## config.mk

```make
export PLATFORM = sky130hd
export DESIGN_NAME = interval_timer
export DESIGN_NICKNAME = d
export VERILOG_FILES = /design/src/rtl/interval_timer.sv
export SDC_FILE = /design/constraint.sdc
export NUM_CORES = 1
export LEC_CHECK = 0
export BUFFER_PORTS_ARGS = -buffer_cell sky130_fd_sc_hd__buf_2
export CORE_MARGIN = 8
export CORE_UTILIZATION = 45
export CTS_BUF_LIST = sky130_fd_sc_hd__clkbuf_8
export DETAILED_ROUTE_END_ITERATION = 6
export SLEW_MARGIN = 20
export SYNTH_ARGS = -nofsm -noshare
export SYNTH_HDL_FRONTEND = slang
export SYNTH_SLANG_ARGS = --single-unit
```

## constraint.sdc

```tcl
create_clock -name clk -period 7.45 [get_ports clk]
set_input_delay 1.49 -clock clk [delete_from_list [all_inputs] [get_ports clk]]
set_output_delay 1.49 -clock clk [all_outputs]
set_load 0.03 [all_outputs]
```

## src/rtl/interval_timer.sv

```systemverilog
module interval_timer #(
  parameter int DATA_W = 32,
  parameter logic [2*DATA_W-1:0] TB_RST = '0
) (
  input  logic              clk,
  input  logic              rst_n,
  input  logic              wr_en,
  input  logic              rd_en,
  input  logic [2:0]        addr,
  input  logic [DATA_W-1:0] wdata,
  output logic [DATA_W-1:0] rdata,
  input  logic              ev_in,
  output logic              irq
);
  localparam int TB_W = 2 * DATA_W;

  logic              ctl_en, ctl_per, irq_flag;
  logic [DATA_W-1:0] reload_q, cnt, tb_hi_q;
  logic [TB_W-1:0]   tb, cap;
  logic              cap_valid, overrun;
  logic [2:0]        sync;

  wire wr_ctl   = wr_en && addr == 3'd0;
  wire wr_rld   = wr_en && addr == 3'd1;
  wire wr_sts   = wr_en && addr == 3'd3;
  wire rd_tblo  = rd_en && addr == 3'd4;
  wire rd_caplo = rd_en && addr == 3'd6;
  wire run      = ctl_en && cnt != '0;
  wire expire   = run && cnt == DATA_W'(1) && !wr_ctl;
  wire ev_edge  = sync[1] && !sync[2];
  wire cap_free = !cap_valid || rd_caplo;

  assign irq = irq_flag;

  always_ff @(posedge clk) begin
    if (!rst_n) begin
      ctl_en   <= 1'b0;
      ctl_per  <= 1'b0;
      reload_q <= '0;
      cnt      <= '0;
      irq_flag <= 1'b0;
    end else begin
      if (wr_ctl) begin
        ctl_en  <= wdata[0];
        ctl_per <= wdata[1];
      end
      if (wr_rld) reload_q <= wdata;
      if (wr_ctl)      cnt <= wdata[0] ? reload_q : '0;
      else if (expire) cnt <= ctl_per ? reload_q : '0;
      else if (run)    cnt <= cnt - DATA_W'(1);
      irq_flag <= expire || (irq_flag && !(wr_sts && wdata[0]));
    end
  end

  always_ff @(posedge clk) begin
    if (!rst_n) begin
      tb        <= TB_RST;
      tb_hi_q   <= '0;
      cap       <= '0;
      cap_valid <= 1'b0;
      overrun   <= 1'b0;
      sync      <= '0;
    end else begin
      tb   <= tb + TB_W'(1);
      sync <= {sync[1:0], ev_in};
      if (rd_tblo) tb_hi_q <= tb[TB_W-1:DATA_W];
      if (ev_edge && cap_free) begin
        cap       <= tb;
        cap_valid <= 1'b1;
      end else if (rd_caplo) begin
        cap_valid <= 1'b0;
      end
      overrun <= (ev_edge && !cap_free) || (overrun && !(wr_sts && wdata[2]));
    end
  end

  always_comb begin
    case (addr)
      3'd0:    rdata = DATA_W'({ctl_per, ctl_en});
      3'd1:    rdata = reload_q;
      3'd2:    rdata = cnt;
      3'd3:    rdata = DATA_W'({overrun, cap_valid, irq_flag});
      3'd4:    rdata = tb[DATA_W-1:0];
      3'd5:    rdata = tb_hi_q;
      3'd6:    rdata = cap[DATA_W-1:0];
      default: rdata = cap[TB_W-1:DATA_W];
    endcase
  end


  cnt_dec_chk: assert property (@(posedge clk) disable iff (!rst_n)
    (run && cnt > DATA_W'(1) && !wr_ctl) |=> cnt == $past(cnt) - DATA_W'(1));

  oneshot_stop_chk: assert property (@(posedge clk) disable iff (!rst_n)
    (run && !ctl_per && cnt == DATA_W'(1) && !wr_ctl) |=> (cnt == '0 && irq));

  periodic_reload_chk: assert property (@(posedge clk) disable iff (!rst_n)
    (run && ctl_per && cnt == DATA_W'(1) && !wr_ctl) |=> (cnt == $past(reload_q) && irq));

  idle_zero_chk: assert property (@(posedge clk) disable iff (!rst_n)
    (cnt == '0 && !wr_ctl) |=> cnt == '0);

  flag_sticky_chk: assert property (@(posedge clk) disable iff (!rst_n)
    (irq && !(wr_sts && wdata[0])) |=> irq);

  tb_step_chk: assert property (@(posedge clk) disable iff (!rst_n)
    rst_n |=> tb == $past(tb) + TB_W'(1));

  cap_hold_chk: assert property (@(posedge clk) disable iff (!rst_n)
    (cap_valid && !rd_caplo) |=> (cap == $past(cap) && cap_valid));
endmodule

```

# Yosys cells after proc, flatten, opt, wreduce, memory -nomap -nowiden
# Index checks and enable logic that the tools add are counted.
# word_totals
reg_bits	232
inputBits	40
out_inout_bits	33
elab_cells	56
# classes
addsub	2
eq_ne	7
mux	8
n_reduce_logical	28
# ops
cell	count
one-hot mux 32 bit (7 select lines)	1
two-way mux 32 bit	5
adder 64 x 1 -> 64 bit (second input constant)	1
== test 32 x 1 -> 1 bit (second input constant)	1
nonzero test 32 bit	1
subtractor 32 x 1 -> 32 bit (second input constant)	1
logical AND 1 bit	15
== test 3 bit (second input constant)	3
== test 3 x 2 -> 1 bit (second input constant)	2
zero test 1 bit	6
== test 3 x 1 -> 1 bit (second input constant)	1
zero test 3 bit	1
logical OR 1 bit	3
nonzero test 3 bit	1
two-way mux 1 bit	2
nonzero test 2 bit	1

# Longest topological paths before layout
# depth
word_depth	6
ltp_mapped	10
mapped_depth_nobuf	8

# Worst setup path after synthesis
# No wires, ideal clock.
# synth_timing
kind	input to output
start	input addr[0]
end	output rdata[0]
arrival_time_ns	3.097
slack_ns	2.863
cell_stages	6
path_cell_list	clkbuf_1 -> clkbuf_1 -> mux2i_1 -> o21ai_0 -> a221oi_1 -> a21oi_1
# synth_via
elab_chain_len	2
elab_cells_between_ends	8
# synth_lines
item	line	rtl
start, declared	9	input logic [2:0] addr,
== test 3 bit (tied with other cells)	78	case (addr)
one-hot mux 32 bit (7 select lines) (*)	78	
end, declared	11	output logic [DATA_W-1:0] rdata,
# Every way passes the cells marked *; elsewhere a longest branch is shown, timed or not.

# Worst setup path after layout
# layout_timing
start	input addr[1]
end	output rdata[10]
# Same word-level chain as after synthesis.

==> metrics.txt <==
port buffer count 72; most common library cells after synthesis nand2_1, dfxtp_1, a21oi_1; die height 174 um; maximum VDD drop 0.187 mV; die area 30,200 um2; largest net degree at the start of global routing 121; mapped cell area 11,200 um2; vias in the first global route 9,751; final hold violation count 0; Min Clock Period, post-route 5350 ps; prevailing post-synth register cell dfxtp_1; asr flop ratio synth 0; H-tree depth 2; Pleak 4.41 nW; Post-Route WL 35.2 mm; Worst-path clk slew 60 ps; Final Net Count 1,493; synthesized flop and latch total 232; Vias 10,500; Core Area 24,400 um2; first-pass GRT wire length 55.8 mm; post-CTS setup buffer count 0; Max Cap Viol 0; CTS root buf clkbuf_8; TritonCTS buffer count 42; outcome completed; die width 174 um; drt wl/cell 19.5 um; Final HPWL DP 23.1 mm; Syn Nets 1,476; post-synth top area cell dfxtp_1; Ys Warns 0; Req. time, crit path 5960 ps; Worst Max-Slew Pin Slew 1030 ps; dpl cell area 11,700 um2; IO Pins 73; Final Skew 19.4 ps; fin util 0.513; Setup TNS 0 ps; share of layout cells above drive strength 1 0.126; drt drc 0; power density over the cells 223 nW/um2; most frequent cell after synthesis nand2_1; Clock Latency Late Sink 550 ps; register area share after synthesis 0.415; Pwr Total 2.80 mW; largest cells by area after synthesis dfxtp_1, nand2_1, a21oi_1; Synth cell types 65; worst setup path class input port to primary output; final worst-path cycle share 0.719; CTS tree built; Setup violations, final 0; Final ANT Viol Nets 0; Overall Global Routing Usage 0.225; Initial Utilization 0.459; hold_buf cts 0; layout overhead on the synthesized area 11.8%; initial antenna violation count 0; site row count 57; share of the synthesized area in the top cell type 0.415; Final Instance Area 12,500 um2; Rel. slew slack 0.310; clk sinks 232; Pre-antenna DRT Iters 5; ANT cells 0; total global routing overflow 0; Max Clock Freq 187 MHz; Post-synth EDFFs 0; mean area per synthesized cell 7.81 um2; cts repair resizes 0; worst setup margin 2100 ps; Cells after Synth 1,433; Starting DRT DRC Count 901; crit-path max FO 34; Slew Limit Fails 0; WP data arrival 3860 ps; routability cong. 0.854; via/cell ratio 5.84; CP Launch Type input port; critical path capture point type primary output; RSZ-0062 raised after global routing false; Hold/Removal Path Class flop to flop; clock tree buffer depth 3; pre-CTS WS 2130 ps; fill count 2,472
critical path: stages:
cell and delay [ps]:
buf_2 420, nor2b_4 650, buf_4 480, a22oi_1 190, nor2_1 250, a221o_1 160
buf_2 190
through the flow:
step                hold slack, ps  instances
floorplan                      412       1433
global placement               420       1730
detailed placement             442       1730
CTS                            450       1804
global route                   459       1804
finish                         441       1804
routing by layer:
metal | wire length (um) | up-vias | track usage
met5 | 0 | - | 0
met4 | 1160 | 0 | 0.0930
met3 | 2340 | 69 | 0.0359
met2 | 15200 | 377 | 0.335
met1 | 16500 | 5064 | 0.318
li1 | - | 5028 | -
registers in the layout (all words and copies together) (netlist names):
signal	cells
cap_valid	1
overrun	1
sync	3
tb	64
cnt	32
irq	1
tb_hi_q	32
ctl_en	1
ctl_per	1
reload_q	32
cap	64
area by class of cell:
class / count / area [um2] / area share
well taps: 324 / 405 / 0.0324
repair buffers: 89 / 488 / 0.0390
multi-input cells: 1069 / 6070 / 0.485
inverters: 16 / 65.1 / 0.00520
clock inverters: 22 / 126 / 0.0101
clock buffers: 52 / 716 / 0.0572
flip-flops and latches: 232 / 4640 / 0.371
power breakdown:
part	internal, mW	total, mW	switching, mW	leakage (nW)
sequential	1.26	1.29	0.0289	1.87
combinational	0.101	0.302	0.201	2.05
clock	0.665	1.21	0.541	0.490
total	2.02	2.80	0.771	4.41
kinds of logic (layout without fill, tap and decap cells):
logic type / after synthesis / after routing / synth area share
AND/OR/NAND/NOR: 638 / 638 / 0.267
AO/OA/AOI/OAI: 321 / 321 / 0.180
flip-flops: 232 / 232 / 0.415
buffers and inverters: 132 / 179 / 0.0456
XOR/XNOR: 71 / 71 / 0.0556
multiplexers: 36 / 36 / 0.0336
adder cells (fa/ha/maj): 3 / 3 / 0.00335
final timing paths:
kind | startpoint | endpoint | slack, ps | cells past startpoint
worst max-delay path | addr[1] | rdata[10] | 2100 | 7
worst min register to register | sync[0] | sync[1] | 440 | 1
worst min-delay path | sync[0] | sync[1] | 440 | 1
worst max register to register | cnt[0] | cnt[9] | 3330 | 8
placed cells by master, fill, tap and decap left out, types with 32 or more instances in the layout:
cell and n:
xnor2_1 39, dfxtp_1 232, a22oi_1 35, nand3_1 32, nand2_1 325, nor2_1 125
a21oi_1 153, o21ai_0 46, xor2_1 32, clkbuf_8 52, buf_2 72, mux2i_1 32
No activity file was read; power rests on OpenSTA's default activity.
